### config.mk
export PLATFORM = sky130hd
export DESIGN_NAME = i2c_seq_master
export DESIGN_NICKNAME = d
export VERILOG_FILES = /design/src/rtl/i2c_seq_master.sv
export SDC_FILE = /design/constraint.sdc
export NUM_CORES = 1
export LEC_CHECK = 0
export ABC_AREA = 1
export BUFFER_PORTS_ARGS = -buffer_cell sky130_fd_sc_hd__buf_2
export CELL_PAD_IN_SITES_DETAIL_PLACEMENT = 0
export CELL_PAD_IN_SITES_GLOBAL_PLACEMENT = 2
export CORE_MARGIN = 2
export CORE_UTILIZATION = 37
export DETAILED_ROUTE_END_ITERATION = 10
export PLACE_DENSITY = 0.9
export SLEW_MARGIN = 20
export SYNTH_ARGS = -nofsm -noshare
export SYNTH_HDL_FRONTEND = slang
export SYNTH_SLANG_ARGS = --single-unit
### constraint.sdc
create_clock -name clk -period 4.8 [get_ports clk]
set_clock_uncertainty 0.1 [all_clocks]
set_input_delay 0.24 -clock clk [delete_from_list [all_inputs] [get_ports clk]]
set_output_delay 0.24 -clock clk [all_outputs]
set_load 0.01 [all_outputs]
### src/rtl/i2c_seq_master.sv
module i2c_seq_master #(
  parameter int QBASE = 8
) (
  input  logic       clk,
  input  logic       rst_n,
  input  logic       wr_en,
  input  logic [1:0] wr_addr,
  input  logic [7:0] wr_data,
  input  logic       clr_en,
  input  logic [1:0] rd_addr,
  output logic [7:0] rd_data,
  output logic       irq,
  input  logic       scl_in,
  input  logic       sda_in,
  output logic       scl_oe,
  output logic       sda_oe
);
  localparam int QMAX = QBASE << 7;
  localparam int QW   = $clog2(QMAX) + 1;

  typedef enum logic [2:0] {S_IDLE, S_GSTA, S_WAIT, S_XFER, S_GRS, S_GSTO, S_SLV} st_t;

  st_t st;
  logic [QW-1:0] qcnt, qlim;
  logic [1:0] ph;
  logic [3:0] bitn;
  logic [7:0] sh, dat_q, own_q, status_q;
  logic en_q, sta_q, stop_q, flag_q, aa_q, is_addr, gcm, scl_d, sda_d, busy;
  logic [2:0] rate_q;

  wire run       = (st == S_GSTA) || (st == S_XFER) || (st == S_GRS) || (st == S_GSTO);
  wire tick      = run && (qcnt == qlim);
  wire start_det = scl_in && scl_d && sda_d && !sda_in;
  wire stop_det  = scl_in && scl_d && !sda_d && sda_in;
  wire scl_rise  = scl_in && !scl_d;
  wire scl_fall  = !scl_in && scl_d;
  wire own_hit   = (sh[7:1] == own_q[7:1]) && !sh[0];
  wire gc_hit    = (sh == 8'h00) && own_q[0];

  assign qlim = QW'(QBASE << rate_q) - 1'b1;
  assign irq  = flag_q;

  always_comb begin
    case (rd_addr)
      2'd0:    rd_data = {en_q, sta_q, stop_q, flag_q, aa_q, rate_q};
      2'd1:    rd_data = status_q;
      2'd2:    rd_data = dat_q;
      default: rd_data = own_q;
    endcase
  end

  always_ff @(posedge clk or negedge rst_n) begin
    if (!rst_n) begin
      st <= S_IDLE; qcnt <= '0; ph <= 2'd0; bitn <= 4'd0;
      sh <= 8'h00; dat_q <= 8'h00; own_q <= 8'h00; status_q <= 8'hF8;
      en_q <= 1'b0; sta_q <= 1'b0; stop_q <= 1'b0; flag_q <= 1'b0; aa_q <= 1'b0;
      rate_q <= 3'd0; is_addr <= 1'b0; gcm <= 1'b0;
      scl_d <= 1'b1; sda_d <= 1'b1; busy <= 1'b0;
      scl_oe <= 1'b0; sda_oe <= 1'b0;
    end else begin
      scl_d <= scl_in;
      sda_d <= sda_in;
      if (start_det) busy <= 1'b1;
      else if (stop_det) busy <= 1'b0;

      qcnt <= (!run || tick) ? '0 : qcnt + 1'b1;
      if (!run) ph <= 2'd0;
      else if (tick) ph <= ph + 2'd1;

      if (wr_en) begin
        case (wr_addr)
          2'd0: begin
            {en_q, sta_q, stop_q} <= wr_data[7:5];
            aa_q   <= wr_data[3];
            rate_q <= wr_data[2:0];
            if (clr_en && !wr_data[4]) flag_q <= 1'b0;
          end
          2'd2: dat_q <= wr_data;
          2'd3: own_q <= wr_data;
          default: ;
        endcase
      end
      if (stop_det) stop_q <= 1'b0;

      case (st)
        S_IDLE: if (en_q && sta_q && !flag_q && !busy) st <= S_GSTA;

        S_GSTA: if (tick) begin
          if (ph == 2'd1) sda_oe <= 1'b1;
          if (ph == 2'd3) begin
            scl_oe <= 1'b1; st <= S_WAIT; status_q <= 8'h08;
            flag_q <= 1'b1; sta_q <= 1'b0; is_addr <= 1'b1;
          end
        end

        S_WAIT: if (!flag_q) begin
          bitn <= 4'd0;
          if (stop_q) st <= S_GSTO;
          else if (sta_q) st <= S_GRS;
          else begin sh <= dat_q; st <= S_XFER; end
        end

        S_XFER: if (tick) begin
          case (ph)
            2'd0: sda_oe <= (bitn < 4'd8) && !sh[7];
            2'd1: scl_oe <= 1'b0;
            2'd2: begin
              sh <= {sh[6:0], sda_in};
              if (bitn < 4'd8 && !sda_oe && !sda_in) begin
                scl_oe  <= 1'b0;
                is_addr <= 1'b0;
                if (is_addr && aa_q) begin
                  st <= S_SLV; bitn <= bitn + 4'd1;
                end else begin
                  st <= S_IDLE; status_q <= 8'h38; flag_q <= 1'b1;
                end
              end
            end
            default: begin
              scl_oe <= 1'b1;
              if (bitn == 4'd8) begin
                st <= S_WAIT; flag_q <= 1'b1; is_addr <= 1'b0;
                if (is_addr) status_q <= sh[0] ? 8'h20 : 8'h18;
                else         status_q <= sh[0] ? 8'h30 : 8'h28;
              end else bitn <= bitn + 4'd1;
            end
          endcase
        end

        S_GRS: if (tick) begin
          case (ph)
            2'd0: sda_oe <= 1'b0;
            2'd1: scl_oe <= 1'b0;
            2'd2: sda_oe <= 1'b1;
            default: begin
              scl_oe <= 1'b1; st <= S_WAIT; status_q <= 8'h10;
              flag_q <= 1'b1; sta_q <= 1'b0; is_addr <= 1'b1;
            end
          endcase
        end

        S_GSTO: if (tick) begin
          case (ph)
            2'd0: sda_oe <= 1'b1;
            2'd1: scl_oe <= 1'b0;
            2'd2: sda_oe <= 1'b0;
            default: st <= S_IDLE;
          endcase
        end

        S_SLV: begin
          if (scl_rise && bitn < 4'd8) begin
            sh <= {sh[6:0], sda_in}; bitn <= bitn + 4'd1;
          end else if (scl_fall && bitn == 4'd8) begin
            if (aa_q && (own_hit || gc_hit)) begin
              sda_oe <= 1'b1; gcm <= gc_hit; bitn <= 4'd9;
            end else begin
              st <= S_IDLE; status_q <= 8'h38; flag_q <= 1'b1;
            end
          end else if (scl_fall && bitn == 4'd9) begin
            sda_oe <= 1'b0; dat_q <= sh; flag_q <= 1'b1; st <= S_IDLE;
            status_q <= gcm ? 8'h78 : 8'h68;
          end
        end

        default: st <= S_IDLE;
      endcase
    end
  end
endmodule

==> reports/summary.md <==
For the number of antenna cells inserted, the log shows 0. The number of slew-limit violations in the final report was 0; the number of port buffers was 28. The power density over the cells came out at 519 nW/um^2. For the standby leakage power, the log shows 2.34 nW.

The wire-length estimate of the detail-placed layout is 9080 um. The checks that failed: negative hold slack. The worst hold path belongs to the class in2async. IR analysis of the VDD net gives a maximum drop of 0.000247 V. The flip-flop and latch count after synthesis came out at 64. The total die area was 12300 um^2; the synthesis-to-layout area growth was 13.6%.

For the overall fraction of global-route tracks in use, the log shows 0.207. Among all cell types in the netlist, the one instantiated most often is sky130_fd_sc_hd__nand2_1. Ranked by total cell area, the synthesized netlist is headed by sky130_fd_sc_hd__dfrtp_1, sky130_fd_sc_hd__nand2_1, sky130_fd_sc_hd__o21ai_0. The tools report the number of distinct library cells after synthesis as 41. The layout net count is 668, and the number of placed instances, taps included is 770. Entering global routing, the biggest net connects 65 pins. By startpoint and endpoint, the worst setup path is classified as reg2reg. The shortest clock period the worst path allows after layout was 2.72 ns. Along the worst path, the maximum fanout reaches 16. The routed layout has 4010 vias. The tools report the smallest hold slack as -0.0293 ns. The Yosys step of the flow raised 0 warnings.

For the number of sinks handled by clock tree synthesis, the log shows 64. The number of antenna violations at the first check in global routing is 0. The cell area that synthesis handed to floorplanning was 4230 um^2. Static timing analysis puts the maximum clock frequency at 368 MHz. STA classifies the critical path startpoint as a flip-flop. After detailed routing, the total wire length is 12000 um. The total of endpoints with negative setup slack in the final report is 0. Once layout is complete, the cells apart from fillers number 788. The share of post-route cells with drive strength above 1 is 0.144, and the average wire length per cell after detail routing is 15.2 um. The number of remaining DRC errors is 0, and the final setup TNS is 0 ns. The number of nets in the synthesized netlist is 635. For this run, the leading register cell type out of synthesis is sky130_fd_sc_hd__dfrtp_1. Max-cap check violation count: 0. Mean instance size in the synthesized netlist: 6.96 um^2. The area inside the core boundary is 11300 um^2. The final worst-path cycle share was 0.566; the arrival time reported for the critical path endpoint was 2.84 ns. The initial core utilization came out at 0.375.

Summed over all instances, the cell type with the most area after synthesis is sky130_fd_sc_hd__dfrtp_1. For the sequential fraction of the synthesis area, the log shows 0.381. Worst slew margin relative to its limit: 0.429. In this run the post-CTS setup repair buffer count came out at 0. STA classifies the critical path endpoint as a flip-flop. Gates resized during post-CTS repair numbered 0. The clock tree buffer depth was 2; the count of standard-cell rows was 39. The number of buffers created by CTS came out at 9. The clock-pin slew of the registers on the worst-case setup and hold paths works out to 0.06 ns. The flow ran to the end, but the final reports show violations.

In this run the remaining antenna-violating nets after routing total 0. The run gives 0 as the total global routing overflow. The number of global-route vias before repair was 3938; the total iterations of the first detailed-routing run was 5. In this run the vertical extent of the chip is 111 um. The clock latency reported for the late side of the worst-skew pair is 0.34 ns, and the last weighted congestion value of the routability-driven placer is 0.892. The die is 111 um wide. The clock root buffer is sky130_fd_sc_hd__clkbuf_16. The logs give 13 for the number of hold violations in the final report and 20100 um for the wire length of the first global-routing pass.

TritonCTS built the clock tree. In this run, the number of DRC markers left after iteration 0 of detailed routing was 247. Setup repair after global routing left no endpoint under its margin. Yosys mapped a number of flops with a built-in enable equal to 0. The tools report the count of pins on the block boundary as 29. The proportion of register bits with asynchronous set or reset after synthesis was 1.00; the data required time of the worst path was 4.92 ns.

At the pin with the least slew margin, the transition time is 0.856 ns. The share of the synthesized area in the top cell type was 0.338; the number of levels in the clock H-tree was 3. After detailed routing, the number of vias per cell comes to 5.09.

In the synthesized netlist, the cells that appear most often are sky130_fd_sc_hd__nand2_1, sky130_fd_sc_hd__inv_1, sky130_fd_sc_hd__o21ai_0, sky130_fd_sc_hd__dfrtp_1, sky130_fd_sc_hd__nor2_1. Synthesis handed over a netlist of 607 instances.
-- cells in the final DEF (no fill, tap or decap), types with 2 or more instances in the layout --
cell type / synthesis / final
sky130_fd_sc_hd__dlygate4sd3_1: 0 / 2
sky130_fd_sc_hd__o2111ai_1: 4 / 4
sky130_fd_sc_hd__clkbuf_1: 5 / 2
sky130_fd_sc_hd__dfrtp_1: 57 / 57
sky130_fd_sc_hd__dfstp_2: 7 / 7
sky130_fd_sc_hd__nand3_1: 31 / 31
sky130_fd_sc_hd__buf_2: 2 / 28
sky130_fd_sc_hd__nor2_4: 4 / 4
sky130_fd_sc_hd__ha_1: 10 / 10
sky130_fd_sc_hd__nor2_1: 56 / 56
sky130_fd_sc_hd__inv_1: 75 / 75
sky130_fd_sc_hd__a221oi_1: 3 / 3
sky130_fd_sc_hd__nand2_2: 8 / 8
sky130_fd_sc_hd__nor3_1: 10 / 10
sky130_fd_sc_hd__nand4_1: 12 / 12
sky130_fd_sc_hd__o221ai_1: 2 / 2
sky130_fd_sc_hd__nand3_4: 2 / 2
sky130_fd_sc_hd__a211oi_1: 2 / 2
sky130_fd_sc_hd__a21oi_1: 16 / 16
sky130_fd_sc_hd__nand2_1: 187 / 187
sky130_fd_sc_hd__nor2_2: 6 / 6
sky130_fd_sc_hd__nor4_1: 2 / 2
sky130_fd_sc_hd__clkbuf_16: 0 / 9
sky130_fd_sc_hd__xor2_1: 5 / 5
sky130_fd_sc_hd__o211ai_1: 2 / 2
sky130_fd_sc_hd__o21ai_2: 8 / 8
sky130_fd_sc_hd__clkbuf_8: 0 / 2
sky130_fd_sc_hd__o21ai_1: 3 / 3
sky130_fd_sc_hd__clkinv_2: 0 / 2
sky130_fd_sc_hd__o21ai_0: 61 / 61
sky130_fd_sc_hd__inv_2: 12 / 12
-- report_power, final --
| part | switching, W | internal (W) | total, W | leakage (nW) |
|---|---|---|---|---|
| clock network | 0.000252 | 0.000376 | 0.000628 | 0.136 |
| logic | 0.000722 | 0.000340 | 0.00106 | 1.40 |
| registers | 0.000132 | 0.000670 | 0.000802 | 0.807 |
| total | 0.00111 | 0.00139 | 0.00249 | 2.34 |
-- through the flow --
| step | utilization | power (W) | area (um^2) | hold slack [ns] | worst slack [ns] |
|---|---|---|---|---|---|
| 2_1_floorplan | - | 0.00159 | 4230 | -0.156 | 2.40 |
| 3_3_place_gp | 0.399 | 0.00185 | 4500 | 0.270 | 2.17 |
| 3_5_place_dp | 0.399 | 0.00186 | 4500 | 0.270 | 2.10 |
| 4_1_cts | 0.426 | 0.00250 | 4800 | 0.0295 | 2.07 |
| 5_1_grt | 0.426 | 0.00269 | 4800 | 0.0962 | 1.71 |
| 6_report | 0.426 | 0.00249 | 4800 | -0.0293 | 2.09 |
-- critical path, cell delays in order (launching register included) --
cell	delay, ns
sky130_fd_sc_hd__dfrtp_1	0.50
sky130_fd_sc_hd__nor2_2	0.22
sky130_fd_sc_hd__nand2_2	0.09
sky130_fd_sc_hd__ha_1	0.32
sky130_fd_sc_hd__nand2_1	0.07
sky130_fd_sc_hd__inv_1	0.04
sky130_fd_sc_hd__nor2_1	0.11
sky130_fd_sc_hd__nand2_1	0.11
sky130_fd_sc_hd__nor2_4	0.09
sky130_fd_sc_hd__nand2_2	0.06
sky130_fd_sc_hd__nor2_4	0.09
sky130_fd_sc_hd__nand3_4	0.11
sky130_fd_sc_hd__a21oi_4	0.20
sky130_fd_sc_hd__nand3_4	0.25
sky130_fd_sc_hd__nand2_1	0.17
sky130_fd_sc_hd__o21ai_2	0.06
-- sequential cells by signal, indices dropped and copies added, names as in the netlist, 2 cells and up --
name / count
qcnt: 11
dat_q: 8
own_q: 8
sh: 8
status_q: 5
bitn: 4
rate_q: 3
st: 3
ph: 2
-- final timing paths --
kind | from | to | slack, ns | cells after the start
max | rate_q[2] | sh[3] | 2.09 | 15
min in group clk | wr_data[7] | own_q[7] | 0.10 | 3
max in group asynchronous | rst_n | st[2] | 4.04 | 2
min | rst_n | scl_oe | -0.03 | 2
min reg2reg | status_q[7] | status_q[7] | 0.36 | 2
max reg2reg | rate_q[2] | sh[3] | 2.09 | 15
-- routing by layer --
layer  track usage  vias to the layer above  share of wire
li1              -                     2038              -
met1         0.278                     1862           0.48
met2         0.337                       96           0.47
met3        0.0339                       14          0.039
met4        0.0800                        0          0.017
met5             0                        -              0
-- cells by family after synthesis --
kind of cell    share of synthesized area
compound gates                      0.152
xor+xnor                           0.0163
fa+ha+maj                          0.0296
buf+inv                            0.0903
flops                               0.381
simple gates                        0.331
-- layout make-up --
type	count	area, um^2
Fill cell	1172	6470
Multi-Input combinational cell	446	2230
Sequential cell	64	1610
Inverter	88	330
Clock buffer	13	260
Tap cell	143	179
Timing Repair Buffer	31	168
Clock inverter	3	17.5
-- timing repair --
item / in CTS / in global routing
hold buffers: 2 / 0
endpoints found under the setup margin: 0 / 0
endpoints found under the hold margin: 2 / 0
Note: power is estimated with default switching activity, not from simulation.
